$ cat src/rtl/vblk_pkg.sv
package vblk_pkg;

  localparam int HW_BITS  = 16;
  localparam int BASE_HW  = 5;
  localparam int IMM_W    = 10;
  localparam int DEST_W   = 4;
  localparam int RD_W     = 5;
  localparam int CNT_W    = 4;
  localparam int OFF_W    = 9;
  localparam int HWU_W    = 5;
  localparam int LEN_W    = 8;
  localparam int DEST_BASE = 8;

  typedef enum logic [1:0] {
    VM_CLAMP = 2'b00,
    VM_FWD   = 2'b01,
    VM_BOTH  = 2'b10,
    VM_RSVD  = 2'b11
  } vl_mode_e;

  typedef struct packed {
    logic        has_vl;
    logic [2:0]  il;
    logic [1:0]  rcode;
    logic        pp_full;
    logic        pred_wide;
    logic        reg_wide;
  } pfx_t;

  typedef struct packed {
    vl_mode_e              mode;
    logic [DEST_W-1:0]     dest;
    logic [IMM_W-1:0]      imm;
  } vlw_t;

  function automatic logic [CNT_W-1:0] f_reg_count(input logic [1:0] code, input logic wide);
    logic [CNT_W-1:0] n;
    if (code == 2'd0) begin
      n = '0;
    end else begin
      n = CNT_W'(1) << (code - 2'd1);
      if (!wide) n = n << 1;
    end
    return n;
  endfunction

  function automatic logic [CNT_W-1:0] f_pred_count(input logic [CNT_W-1:0] rc, input logic full);
    return full ? rc : ((rc + CNT_W'(1)) >> 1);
  endfunction

  function automatic logic [OFF_W-1:0] f_sect_bits(input logic [CNT_W-1:0] cnt, input logic wide);
    return OFF_W'(cnt) << (wide ? 4 : 3);
  endfunction

  function automatic logic [HWU_W-1:0] f_ceil_hw(input logic [OFF_W-1:0] bits);
    logic [OFF_W:0] t;
    t = {1'b0, bits} + (OFF_W+1)'(HW_BITS - 1);
    return HWU_W'(t >> 4);
  endfunction

  function automatic logic [RD_W-1:0] f_dest_reg(input logic [DEST_W-1:0] d);
    return (d == '0) ? '0 : (RD_W'(d) + RD_W'(DEST_BASE));
  endfunction

endpackage

$ cat src/rtl/vblk_layout.sv
module vblk_layout
  import vblk_pkg::*;
(
  input  pfx_t              pfx,
  output logic [CNT_W-1:0]  reg_cnt,
  output logic [CNT_W-1:0]  pred_cnt,
  output logic [OFF_W-1:0]  reg_off,
  output logic [OFF_W-1:0]  pred_off,
  output logic [HWU_W-1:0]  op_hw,
  output logic [LEN_W-1:0]  len_bits,
  output logic              overrun
);
  localparam logic [OFF_W-1:0] PFX_END = OFF_W'(HW_BITS);
  localparam logic [OFF_W-1:0] VLW_END = OFF_W'(2*HW_BITS);

  logic [OFF_W-1:0] op_bits;
  logic [HWU_W-1:0] len_hw;

  always_comb begin
    reg_cnt  = f_reg_count(pfx.rcode, pfx.reg_wide);
    pred_cnt = f_pred_count(reg_cnt, pfx.pp_full);
    reg_off  = pfx.has_vl ? VLW_END : PFX_END;
    pred_off = reg_off + f_sect_bits(reg_cnt, pfx.reg_wide);
    op_bits  = pred_off + f_sect_bits(pred_cnt, pfx.pred_wide);
    op_hw    = f_ceil_hw(op_bits);
    len_hw   = HWU_W'(BASE_HW) + HWU_W'(pfx.il);
    len_bits = LEN_W'(len_hw) << 4;
    overrun  = op_hw > len_hw;
  end
endmodule

$ cat src/rtl/vblk_vlmode.sv
module vblk_vlmode
  import vblk_pkg::*;
(
  input  vlw_t              vw,
  input  logic [IMM_W-1:0]  cur_vl,
  input  logic [IMM_W-1:0]  cur_mvl,
  output logic [IMM_W-1:0]  nxt_vl,
  output logic [IMM_W-1:0]  nxt_mvl,
  output logic              dest_hit,
  output logic              fwd_hit,
  output logic [RD_W-1:0]   dest_reg,
  output logic              rsvd_bad
);
  always_comb begin
    nxt_vl   = cur_vl;
    nxt_mvl  = cur_mvl;
    dest_hit = 1'b0;
    fwd_hit  = 1'b0;
    dest_reg = f_dest_reg(vw.dest);
    rsvd_bad = 1'b0;
    unique case (vw.mode)
      VM_CLAMP: begin
        nxt_vl   = (vw.imm > cur_mvl) ? cur_mvl : vw.imm;
        dest_hit = (vw.dest != '0);
      end
      VM_BOTH: begin
        nxt_vl   = vw.imm;
        nxt_mvl  = vw.imm;
        dest_hit = (vw.dest != '0);
      end
      VM_FWD: begin
        fwd_hit = 1'b1;
      end
      VM_RSVD: begin
        rsvd_bad = ({vw.dest, vw.imm} != '0);
      end
    endcase
  end
endmodule

$ cat src/rtl/vblk_hdr_decode.sv
module vblk_hdr_decode
  import vblk_pkg::*;
#(
  parameter int RST_MVL = 64
) (
  input  logic              clk,
  input  logic              rst_n,
  input  logic              hdr_valid,
  input  logic [8:0]        prefix_hi,
  input  logic [15:0]       vl_word,
  output logic              out_valid,
  output logic              reg_wide,
  output logic              pred_wide,
  output logic              has_vl_word,
  output logic [3:0]        reg_cnt,
  output logic [3:0]        pred_cnt,
  output logic [7:0]        instr_len_bits,
  output logic [8:0]        reg_off_bits,
  output logic [8:0]        pred_off_bits,
  output logic [4:0]        op_off_hw,
  output logic              illegal,
  output logic [9:0]        vl,
  output logic [9:0]        mvl,
  output logic              rd_we,
  output logic [4:0]        rd_num,
  output logic [9:0]        rd_val,
  output logic              setvl_req,
  output logic [4:0]        setvl_rd,
  output logic [9:0]        setvl_imm
);
  localparam logic [IMM_W-1:0] MVL_INIT = IMM_W'(RST_MVL);

  pfx_t pfx;
  vlw_t vw;
  assign pfx = pfx_t'(prefix_hi);
  assign vw  = vlw_t'(vl_word);

  logic [CNT_W-1:0] lay_rcnt, lay_pcnt;
  logic [OFF_W-1:0] lay_roff, lay_poff;
  logic [HWU_W-1:0] lay_ophw;
  logic [LEN_W-1:0] lay_len;
  logic             ev_overrun;

  vblk_layout i_layout (
    .pfx      (pfx),
    .reg_cnt  (lay_rcnt),
    .pred_cnt (lay_pcnt),
    .reg_off  (lay_roff),
    .pred_off (lay_poff),
    .op_hw    (lay_ophw),
    .len_bits (lay_len),
    .overrun  (ev_overrun)
  );

  logic [IMM_W-1:0] nxt_vl, nxt_mvl;
  logic             dest_hit, fwd_hit, ev_rsvd_bad;
  logic [RD_W-1:0]  dest_reg;

  vblk_vlmode i_vlmode (
    .vw       (vw),
    .cur_vl   (vl),
    .cur_mvl  (mvl),
    .nxt_vl   (nxt_vl),
    .nxt_mvl  (nxt_mvl),
    .dest_hit (dest_hit),
    .fwd_hit  (fwd_hit),
    .dest_reg (dest_reg),
    .rsvd_bad (ev_rsvd_bad)
  );

  // named events for the checker
  logic ev_illegal, ev_apply;
  assign ev_illegal = ev_overrun | (pfx.has_vl & ev_rsvd_bad);
  assign ev_apply   = hdr_valid & pfx.has_vl & ~ev_illegal;

  always_ff @(posedge clk) begin
    if (!rst_n) begin
      out_valid      <= 1'b0;
      reg_wide       <= 1'b0;
      pred_wide      <= 1'b0;
      has_vl_word    <= 1'b0;
      reg_cnt        <= '0;
      pred_cnt       <= '0;
      instr_len_bits <= '0;
      reg_off_bits   <= '0;
      pred_off_bits  <= '0;
      op_off_hw      <= '0;
      illegal        <= 1'b0;
      vl             <= '0;
      mvl            <= MVL_INIT;
      rd_we          <= 1'b0;
      rd_num         <= '0;
      rd_val         <= '0;
      setvl_req      <= 1'b0;
      setvl_rd       <= '0;
      setvl_imm      <= '0;
    end else begin
      out_valid <= hdr_valid;
      rd_we     <= ev_apply & dest_hit;
      setvl_req <= ev_apply & fwd_hit;
      if (hdr_valid) begin
        reg_wide       <= pfx.reg_wide;
        pred_wide      <= pfx.pred_wide;
        has_vl_word    <= pfx.has_vl;
        reg_cnt        <= lay_rcnt;
        pred_cnt       <= lay_pcnt;
        instr_len_bits <= lay_len;
        reg_off_bits   <= lay_roff;
        pred_off_bits  <= lay_poff;
        op_off_hw      <= lay_ophw;
        illegal        <= ev_illegal;
      end
      if (ev_apply) begin
        vl        <= nxt_vl;
        mvl       <= nxt_mvl;
        rd_num    <= dest_reg;
        rd_val    <= nxt_vl;
        setvl_rd  <= dest_reg;
        setvl_imm <= vw.imm;
      end
    end
  end
endmodule

$ cat config.mk
export PLATFORM = sky130hd
export DESIGN_NAME = vblk_hdr_decode
export DESIGN_NICKNAME = d
export VERILOG_FILES = /design/src/rtl/vblk_pkg.sv /design/src/rtl/vblk_layout.sv /design/src/rtl/vblk_vlmode.sv /design/src/rtl/vblk_hdr_decode.sv
export SDC_FILE = /design/constraint.sdc
export NUM_CORES = 1
export LEC_CHECK = 0
export BUFFER_PORTS_ARGS = -buffer_cell sky130_fd_sc_hd__buf_4
export CAP_MARGIN = 20
export CORE_AREA = 5 5 90 92
export DETAILED_ROUTE_END_ITERATION = 6
export DIE_AREA = 0 0 95 97
export GPL_TIMING_DRIVEN = 0
export PLACE_DENSITY = 0.84
export SYNTH_ARGS = -nofsm -noshare
export SYNTH_HDL_FRONTEND = slang
export SYNTH_SLANG_ARGS = --single-unit
$ cat constraint.sdc
create_clock -name clk -period 12.13 [get_ports clk]
set_input_delay 2.426 -clock clk [delete_from_list [all_inputs] [get_ports clk]]
set_output_delay 2.426 -clock clk [all_outputs]
set_load 0.02 [all_outputs]
* After elaboration in Yosys (flattened, before gate mapping) *
Cells that the tools add are included.
W data, S select, Z words.

word-level totals
  register bits = 77
  bits of input ports = 28
  output and inout bits = 96
  word-level logic and storage cells = 60

operators by class
  $add $sub $neg = 7
  $lt $le $gt $ge = 2
  equality and inequality tests = 3
  shift-type cells = 3
  mux-type cells = 12
  bitwise gates (word level) = 7
  reduce and logical (&&, ||, !) cells = 9

operators by type and width
  operator               count
  $shl A4 B32 Y9         2
  $pmux W10 S2           1
  $add A9 B9 Y9          2
  $reduce_bool A14 Y1    1
  $mux W4                3
  $gt A10 B10 Y1         1
  $mux W10               1
  $add A9 B4 Y9 const B  1
  $mux W3                2
  $mux W6                1
  $add A4 B4 Y5 const B  1
  $and A1 B1 Y1          5
  $gt A5 B5 Y1           1
  $mux W5                1
  $add A3 B3 Y4 const A  1
  $add A4 B1 Y4 const B  1
  $eq A2 B2 Y1 const B   2
  $logic_not A2 Y1       2
  $logic_not A4 Y1       1
  $reduce_and A2 Y1      2
  $reduce_bool A4 Y1     1
  $shl A1 B2 Y4 const A  1
  $mux W1                3
  $eq A2 B1 Y1 const B   1
  other kinds (5)        5

* Longest topological paths before layout *
Gate-level depths: netlist of the first run.

  depth after elaboration = 14
  gate-level depth with buffers = 22
  mapped depth without buffers = 20

* Modules after synthesis *
Synthesis of the first run repeated with hierarchy kept, for this count alone.

unflattened totals
  cells, all modules = 518
  area, all modules = 4680.7 µm²

modules (own cells, without submodules)
  module           instances  cells an instance  area an instance (µm²)  seq. area each (µm²)
  vblk_hdr_decode  1          314                3225.6                  1621.6
  vblk_layout      1          109                817.0                   0.0
  vblk_vlmode      1          95                 638.1                   0.0

* Worst setup path before layout of the first run *
No wires, ideal clock.

  kind = input to register
  start = input prefix_hi[4]
  end = register setvl_rd[3]
  library setup time = 0.070 ns
  data arrival time = 6.556 ns
  required time = 12.060 ns
  path slack = 5.504 ns
  cell stages on the path = 21
  path buffers = 1
  path through = clkbuf_1 -> nor2b_1 -> mux2_2 -> ha_1 -> nor2_1 -> a21oi_1 -> o22ai_1 -> a21oi_1 -> mux2i_1 -> ha_1 -> ha_1 -> o21ai_1 -> o21bai_2 -> a21oi_1 -> xnor2_1 -> ha_1 -> a21oi_1 -> o21ai_0 -> a211o_1 -> or4_1 -> a21oi_1

between the ends
  word-level cells in the longest chain between the ends = 13
  elaborated cells on any way between the ends = 16
  those cells by class = add/sub: 5; order compare: 1; shift: 3; mux: 3; bitwise: 3; reduce/logical: 1

RTL lines
  item                                                   line                    RTL
  from (decl)                                            vblk_hdr_decode.sv:9    input logic [8:0] prefix_hi,
  $sub A2 B1 Y2                                          vblk_pkg.sv:41          n = CNT_W'(1) << (code - 2'd1);
  $shl A1 B2 Y4                                          vblk_pkg.sv:41
  $mux W4                                                vblk_pkg.sv:42          if (!wide) n = n << 1;
  $mux W4 *                                              vblk_pkg.sv:38          if (code == 2'd0) begin
  via i_layout.reg_cnt[1]                                vblk_layout.sv:5        output logic [CNT_W-1:0] reg_cnt,
  branches (longest 3 deep; another with $add A9 B9 Y9)  -
  $add A9 B9 Y9 *                                        vblk_layout.sv:24       op_bits = pred_off + f_sect_bits(pred_cnt, pfx.pred_wide);
  $add A9 B4 Y9 *                                        vblk_pkg.sv:57          t = {1'b0, bits} + (OFF_W+1)'(HW_BITS - 1);
  via i_layout.op_hw[3]                                  vblk_layout.sv:9        output logic [HWU_W-1:0] op_hw,
  $gt A5 B5 Y1 *                                         vblk_layout.sv:28       overrun = op_hw > len_hw;
  $or A1 B1 Y1 *                                         vblk_hdr_decode.sv:73   assign ev_illegal = ev_overrun | (pfx.has_vl & ev_rsvd_bad);
  $not A1 Y1 *                                           vblk_hdr_decode.sv:74   assign ev_apply = hdr_valid & pfx.has_vl & ~ev_illegal;
  $and A1 B1 Y1 *                                        vblk_hdr_decode.sv:74
  to (signal assigned)                                   vblk_hdr_decode.sv:118  setvl_rd <= dest_reg;
  to (decl)                                              vblk_hdr_decode.sv:28   output logic [4:0] setvl_rd,

Mark *: on every way through the listed nets, which the timed path passes.
A chain may end at the register's enable or synchronous reset.

* Worst setup path after layout of the first run *
  start = input prefix_hi[4]
  end = register rd_val[3]

between the ends
  word-level cells in the longest chain between the ends = 14
  elaborated cells on any way between the ends = 17
  those cells by class = add/sub: 5; order compare: 1; shift: 3; mux: 3; bitwise: 3; reduce/logical: 2

RTL lines
  item                                                   line                    RTL
  $sub A2 B1 Y2                                          vblk_pkg.sv:41
  $shl A1 B2 Y4                                          vblk_pkg.sv:41
  $mux W4                                                vblk_pkg.sv:42
  $mux W4 *                                              vblk_pkg.sv:38
  via i_layout.reg_cnt[1]                                vblk_layout.sv:5
  branches (longest 3 deep; another with $add A9 B9 Y9)  -
  $add A9 B9 Y9 *                                        vblk_layout.sv:24
  $add A9 B4 Y9 *                                        vblk_pkg.sv:57
  via i_layout.op_hw[3]                                  vblk_layout.sv:9
  $gt A5 B5 Y1 *                                         vblk_layout.sv:28
  $or A1 B1 Y1 *                                         vblk_hdr_decode.sv:73
  $not A1 Y1 *                                           vblk_hdr_decode.sv:74
  $and A1 B1 Y1 *                                        vblk_hdr_decode.sv:74
  $reduce_and A2 Y1 (no line) *                          -
  to (signal assigned)                                   vblk_hdr_decode.sv:117  rd_val <= nxt_vl;
  to (decl)                                              vblk_hdr_decode.sv:26   output logic [9:0] rd_val,

Marked as above.

==> flow_metrics.py, run 1 <==
metrics = {
    "setup_path": {
        "worst_r2r_startpoint": "mvl[4]",
        "worst_reg2reg_path_length_in_cells": 9,
        "cp_class": "primary input to register",
        "critical_path_peak_fanout": 10,
        "reg2reg_slack_ps": 10000,
        "setup.worst_path.start": "prefix_hi[4]",
        "cp_data_arrival_time_ps": 7630,
        "worst_setup_path_endpoint": "rd_val[3]",
        "critPathCaptureType": "register",
        "worst_reg2reg_endpoint": "rd_val[3]",
        "worstSetupStartpointType": "primary input",
        "worstPathRequired_ps": 12380,
    },
    "synth": {
        "postSynth.asyncResetShare": 0,
        "synth_cells": 442,
        "syn-cell-area_sq_mm": 0.00382,
        "synth_largest_type_area_fraction": 0.361,
        "ys_warn_count": 0,
        "flops_latches_synth": 69,
        "post_synth_main_area_contributors": "sky130_fd_sc_hd__dfxtp_1 (36%), sky130_fd_sc_hd__ha_1 (10%), sky130_fd_sc_hd__mux2i_1 (7.1%)",
        "yosysUniqueCellTypes": 49,
        "seq_total_area_yosys": 0.361,
        "synth_enable_flop_cells": 0,
        "synth_top_flop_cell": "sky130_fd_sc_hd__dfxtp_1",
        "synth_commonest_cells": "sky130_fd_sc_hd__dfxtp_1 (69), sky130_fd_sc_hd__a21oi_1 (53), sky130_fd_sc_hd__ha_1 (31)",
        "post-synth-top-count-cell": "sky130_fd_sc_hd__dfxtp_1",
        "avgSynthCellArea_sq_um": 8.65,
        "synthDominantAreaCellType": "sky130_fd_sc_hd__dfxtp_1",
    },
    "routing": {
        "wire_per_inst_microns": 15.4,
        "vias_per_cell": 5.35,
        "met3_wirelength_microns": 887,
        "detail_route.drc_violations": 0,
        "detail_route.first_pass.iterations": 4,
        "drt-total-wl_microns": 10400,
        "antenna_violating_nets_post_route": 0,
        "drt_first_iter_violations": 154,
        "met2RoutedLength_microns": 5100,
        "num_vias": 3631,
        "topRoutingLayerUsed": "met4",
        "routed_length_on_met1_microns": 4100,
    },
    "finish": {
        "antenna_cells_inserted": 0,
        "nFillCells": 575,
        "finalCoreUtilization": 0.704,
        "area_growth_pct": 31.5,
        "post_route_cells_drive_above_1_share": 0.288,
        "seq_area_sq_mm": 0.00138,
        "multi_input_logic_area_sq_mm": 0.00209,
        "layout.nets": 636,
        "final_design_area_no_fill_sq_mm": 0.00503,
    },
    "pwr": {
        "share_seq_of_total_power": 0.382,
        "total_switching_power_mw": 0.223,
        "p_clk_frac": 0.293,
        "vdd.ir_drop.worst_mv": 0.0803,
        "comb_power_share": 0.325,
        "power.internal_mw": 0.448,
        "power.static_leakage_nw": 2.35,
        "swShare": 0.333,
        "p_per_area_mw_per_mm2": 134,
    },
    "clock_network": {
        "clk_latency_ps": 350,
        "cts_buffers": 9,
        "cts.path.max_buffers": 2,
        "post_cts_hold_buffer_count": 0,
        "cts_post_setup_buffers_inserted": 0,
        "clkTransAtPathRegs_ps": 70,
        "clock_sink_count": 69,
        "tritoncts": "built",
        "cts_resized": 0,
        "htree_levels": 3,
        "clk_root_buffer_cell": "sky130_fd_sc_hd__clkbuf_8",
    },
    "timing": {
        "timing_worst_slew_pin_value_ps": 671,
        "clock_skew_ps": 1.97,
        "setup-tns-final_ps": 0,
        "timing.final.setup_violations": 0,
        "finalHoldViolCount": 0,
        "final-max-slew-violation-count": 0,
        "fin_worst_hold_slack_ps": 462,
        "rsz0062_at_grt": "no",
        "maxClockFrequency_mhz": 136,
        "fin_crit_sh": 0.608,
        "period_needed_ps": 7380,
        "timing.slew.headroom": 0.553,
    },
    "die": {
        "rows": 31,
        "die-height_microns": 97,
        "width_of_the_chip_microns": 95,
        "num_io_pins": 124,
        "initial_utilization": 0.536,
        "dieArea_sq_mm": 0.00922,
        "design.core.area_sq_mm": 0.00714,
    },
    "global_route": {
        "global_route.usage.total": 0.229,
        "number_of_antenna_violations_at_the_first_check_in_global_routing": 0,
        "grt_overflow_total": 0,
        "grt_pass1_wl_microns": 17000,
        "grt_start_max_net_pins": 12,
        "grt_pass1_vias": 3645,
    },
    "placed_design": {
        "io_buffers": 109,
        "place_congestion": 0.863,
        "placed_cell_area_sq_mm": 0.00482,
        "hpwl_microns": 8170,
    },
    "hold_path": {
        "min_path_type": "register to register",
    },
    "outcome": {
        "status": "finished clean",
    },
    "flow_run": {
        "drv.max_cap_violation_count": 0,
    },
}
## metrics by stage
stage / setup WS (ps) / total power [mW] / instances
detailed placement: 4530 / 0.477 / 664
CTS: 4860 / 0.674 / 679
global route: 4310 / 0.708 / 679
global placement: 4760 / 0.470 / 664
floorplan: 5500 / 0.402 / 456
finish: 4750 / 0.672 / 679
## critical path, stage by stage
cell                       delay (ps)
sky130_fd_sc_hd__clkbuf_1         300
sky130_fd_sc_hd__nor2b_1          320
sky130_fd_sc_hd__mux2_2           230
sky130_fd_sc_hd__ha_1             230
sky130_fd_sc_hd__nor2_1            70
sky130_fd_sc_hd__a21oi_1          130
sky130_fd_sc_hd__o22ai_1          100
sky130_fd_sc_hd__a21oi_1          270
sky130_fd_sc_hd__mux2i_1          120
sky130_fd_sc_hd__ha_1             310
sky130_fd_sc_hd__ha_1             330
sky130_fd_sc_hd__o21ai_1           80
sky130_fd_sc_hd__o21bai_2         230
sky130_fd_sc_hd__a21oi_1          130
sky130_fd_sc_hd__xnor2_1          250
sky130_fd_sc_hd__ha_1             330
sky130_fd_sc_hd__a21oi_1          200
sky130_fd_sc_hd__o21ai_0          250
sky130_fd_sc_hd__a211oi_1         530
sky130_fd_sc_hd__clkbuf_1         400
sky130_fd_sc_hd__a21oi_1          130
sky130_fd_sc_hd__a211oi_1         260
## cell families (layout without fill, tap and decap cells)
group / Yosys count / count (layout) / share of synthesized area
adder cells (fa/ha/maj): 32 / 32 / 0.107
AND/OR/NAND/NOR: 106 / 106 / 0.143
other: 2 / 16 / 0.00196
XOR/XNOR: 10 / 10 / 0.0249
AO/OA/AOI/OAI: 116 / 116 / 0.182
flip-flops: 69 / 69 / 0.361
multiplexers: 28 / 28 / 0.0736
buffers and inverters: 79 / 203 / 0.106
## sequential cells by signal, summed over array words and instances (netlist names)
signal          flops
op_off_hw           5
instr_len_bits      4
pred_cnt            4
rd_we               1
setvl_req           1
pred_off_bits       9
setvl_imm          10
mvl                10
out_valid           1
reg_off_bits        2
illegal             1
reg_wide            1
setvl_rd            5
rd_val             10
reg_cnt             4
pred_wide           1
## placed cells by master, fill, tap and decap left out, drive strengths merged, types with 3 or more instances in the layout
cell type | Yosys | routed
a21oi | 53 | 53
buf | 37 | 146
and2 | 10 | 10
nand4 | 5 | 5
inv | 26 | 26
xor2 | 6 | 6
clkinv | 1 | 3
ha | 31 | 31
nand2b | 6 | 6
xnor2 | 4 | 4
clkbuf | 15 | 27
nand3 | 27 | 27
a211oi | 19 | 19
nor2b | 4 | 4
o21ai | 30 | 30
conb | 2 | 16
nand2 | 12 | 12
nor2 | 30 | 30
nor4 | 4 | 4
mux2i | 27 | 27
dfxtp | 69 | 69
## layer usage
metal,GRT usage,up-vias
met5,0,-
met1,0.266,1672
li1,-,1778
met2,0.387,155
met3,0.0621,26
met4,0.104,0
## power by group through the flow
| stage | clock network, mW | registers, mW | logic (mW) |
|---|---|---|---|
| after CTS | 0.199 | 0.256 | 0.218 |
| after floorplan | 0 | 0.281 | 0.121 |
| after global routing | 0.211 | 0.259 | 0.239 |
| after detailed placement | 0 | 0.261 | 0.216 |
| final | 0.196 | 0.256 | 0.219 |
| after global placement | 0 | 0.261 | 0.209 |
## layout make-up
type,count,share of cell area
Clock inverter,3,0.00871
Multi-Input combinational cell,308,0.415
Clock buffer,12,0.0329
Inverter,27,0.0202
Tap cell,99,0.0246
Timing Repair Buffer,109,0.163
Buffer,52,0.0607
Sequential cell,69,0.275
## worst min-delay path by stage
stage,from,to,slack (ps),cells past startpoint
after global routing,pred_off_bits[1],pred_off_bits[1],490,1
after global placement,pred_off_bits[3],pred_off_bits[3],450,1
after detailed placement,pred_off_bits[8],pred_off_bits[8],450,1
after CTS,pred_off_bits[8],pred_off_bits[8],470,1
final,pred_off_bits[3],pred_off_bits[3],460,1
after floorplan,reg_cnt[2],reg_cnt[2],540,2
No activity file was read; power rests on OpenSTA's default activity.
==> run 2, diff against run 1 <==
- CORE_AREA: 5 5 90 92 -> 5 5 93 95
- DIE_AREA: 0 0 95 97 -> 0 0 98 100
- PLACE_DENSITY: 0.84 -> 0.79
- clock period: 12.13 -> 6.9 ns (I/O delays scaled with it)
==> run 2 against run 1 <==
Combinational power up 74%; via count down 1.9%; sequential cell count unchanged.
==> flow_metrics.py, run 2 (synthesized netlist as in run 1, its figures left out) <==
metrics = {
    "placed_design": {
        "place_congestion": 0.839,
        "placed_cell_area_sq_mm": 0.00482,
        "io_buffers": 109,
        "hpwl_microns": 8010,
    },
    "pwr": {
        "totalPowerFinal_mw": 1.16,
        "vdd.ir_drop.worst_mv": 0.110,
        "total_switching_power_mw": 0.397,
        "swShare": 0.341,
        "p_per_area_mw_per_mm2": 232,
        "share_seq_of_total_power": 0.386,
        "power.internal_mw": 0.767,
        "p_clk_frac": 0.288,
        "power.static_leakage_nw": 2.34,
        "comb_power_share": 0.326,
    },
    "clock_network": {
        "clk_root_buffer_cell": "sky130_fd_sc_hd__clkbuf_8",
        "post_cts_hold_buffer_count": 0,
        "cts_resized": 0,
        "clk_latency_ps": 350,
        "clock_sink_count": 69,
        "clkTransAtPathRegs_ps": 80,
        "cts_post_setup_buffers_inserted": 0,
        "cts.path.max_buffers": 2,
        "tritoncts": "built",
        "cts_buffers": 9,
        "htree_levels": 3,
    },
    "timing": {
        "period_needed_ps": 6130,
        "finalHoldViolCount": 0,
        "setup-tns-final_ps": 0,
        "rsz0062_at_grt": "no",
        "fin_worst_hold_slack_ps": 465,
        "timing_worst_slew_pin_value_ps": 826,
        "final-max-slew-violation-count": 0,
        "clock_skew_ps": 6.11,
        "timing.slew.headroom": 0.447,
        "maxClockFrequency_mhz": 163,
        "fin_crit_sh": 0.888,
        "timing.final.setup_violations": 0,
    },
    "routing": {
        "detail_route.drc_violations": 0,
        "drt_first_iter_violations": 222,
        "drt-total-wl_microns": 10300,
        "num_vias": 3562,
        "vias_per_cell": 5.22,
        "antenna_violating_nets_post_route": 0,
        "detail_route.first_pass.iterations": 4,
        "wire_per_inst_microns": 15.1,
    },
    "setup_path": {
        "critPathCaptureType": "register",
        "cp_class": "primary input to register",
        "critical_path_peak_fanout": 10,
        "worst_reg2reg_endpoint": "rd_val[0]",
        "worstSetupStartpointType": "primary input",
        "reg2reg_slack_ps": 4640,
        "worst_reg2reg_path_length_in_cells": 8,
        "cp_data_arrival_time_ps": 6390,
        "worstPathRequired_ps": 7160,
        "setup.worst_path.start": "prefix_hi[0]",
        "worst_setup_path_endpoint": "rd_val[1]",
        "worst_r2r_startpoint": "mvl[5]",
    },
    "die": {
        "rows": 32,
        "design.core.area_sq_mm": 0.00765,
        "die-height_microns": 100,
        "dieArea_sq_mm": 0.00980,
        "width_of_the_chip_microns": 98,
        "num_io_pins": 124,
        "initial_utilization": 0.500,
    },
    "global_route": {
        "global_route.usage.total": 0.212,
        "number_of_antenna_violations_at_the_first_check_in_global_routing": 0,
        "grt_start_max_net_pins": 13,
        "grt_overflow_total": 0,
        "grt_pass1_vias": 3622,
        "grt_pass1_wl_microns": 17000,
    },
    "finish": {
        "post_route_cells_drive_above_1_share": 0.289,
        "mostFrequentLayoutCells": "sky130_fd_sc_hd__buf_4 (136), sky130_fd_sc_hd__dfxtp_1 (69), sky130_fd_sc_hd__a21oi_1 (53)",
        "top_regs": "mvl x10, rd_val x10, setvl_imm x10",
        "layout.nets": 636,
        "antenna_cells_inserted": 0,
        "final_design_area_no_fill_sq_mm": 0.00502,
        "area_growth_pct": 31.3,
        "most_common_cell_after_layout_fill_and_taps_aside": "sky130_fd_sc_hd__buf_4",
    },
    "outcome": {
        "status": "finished clean",
    },
    "flow_run": {
        "drv.max_cap_violation_count": 0,
    },
    "hold_path": {
        "min_path_type": "register to register",
    },
}
[run 2: final cells by class]
cell class              instances  area, sq um
fillers                       654         2630
multi-input cells             308         2090
flip-flops and latches         69         1380
repair buffers                109          818
plain buffers                  52          305
clock buffers                  10          138
well taps                     102          128
inverters                      27          101
clock inverters                 6         62.6
[run 2: worst max-delay path, cell delays in order]
cell,delay (ps)
sky130_fd_sc_hd__buf_4,90
sky130_fd_sc_hd__clkbuf_1,330
sky130_fd_sc_hd__mux2_2,410
sky130_fd_sc_hd__ha_1,230
sky130_fd_sc_hd__a21oi_1,150
sky130_fd_sc_hd__o22ai_1,80
sky130_fd_sc_hd__a21oi_1,300
sky130_fd_sc_hd__mux2i_1,130
sky130_fd_sc_hd__ha_1,310
sky130_fd_sc_hd__ha_1,340
sky130_fd_sc_hd__o21ai_1,160
sky130_fd_sc_hd__o21bai_2,120
sky130_fd_sc_hd__a21oi_1,190
sky130_fd_sc_hd__xnor2_1,170
sky130_fd_sc_hd__ha_1,310
sky130_fd_sc_hd__a21oi_1,200
sky130_fd_sc_hd__o21ai_0,240
sky130_fd_sc_hd__a211oi_1,390
sky130_fd_sc_hd__clkbuf_1,460
sky130_fd_sc_hd__a21oi_1,160
sky130_fd_sc_hd__a211oi_1,240
[run 2: layer usage]
metal | part of all wire | track usage | vias up
met5 | 0 | 0 | -
met4 | 0.019 | 0.0916 | 0
met3 | 0.072 | 0.0507 | 21
met2 | 0.49 | 0.377 | 130
met1 | 0.42 | 0.243 | 1636
li1 | - | - | 1775
[run 2: worst min-delay path by stage]
stage	start	endpoint	slack, ps	depth (start not counted)
2_1_floorplan	reg_cnt[2]	reg_cnt[2]	540	2
5_1_grt	pred_off_bits[1]	pred_off_bits[1]	500	1
6_report	pred_off_bits[3]	pred_off_bits[3]	460	1
3_3_place_gp	pred_off_bits[3]	pred_off_bits[3]	450	1
3_5_place_dp	pred_off_bits[3]	pred_off_bits[3]	450	1
4_1_cts	pred_off_bits[3]	pred_off_bits[3]	470	1
[run 2: power groups by stage]
stage | Clock, mW | Sequential, mW | Combinational (mW)
finish | 0.335 | 0.450 | 0.380
global route | 0.360 | 0.454 | 0.418
CTS | 0.342 | 0.450 | 0.381
detailed placement | 0 | 0.459 | 0.378
global placement | 0 | 0.458 | 0.371
floorplan | 0 | 0.495 | 0.212
[run 2: metrics by stage]
stage                     utilization  setup slack, ps  instances
after global routing            0.657              372        683
after detailed placement        0.631              504        667
after CTS                       0.657              763        683
after global placement          0.631              588        667
after floorplan                     -             1320        456
final                           0.657              773        683
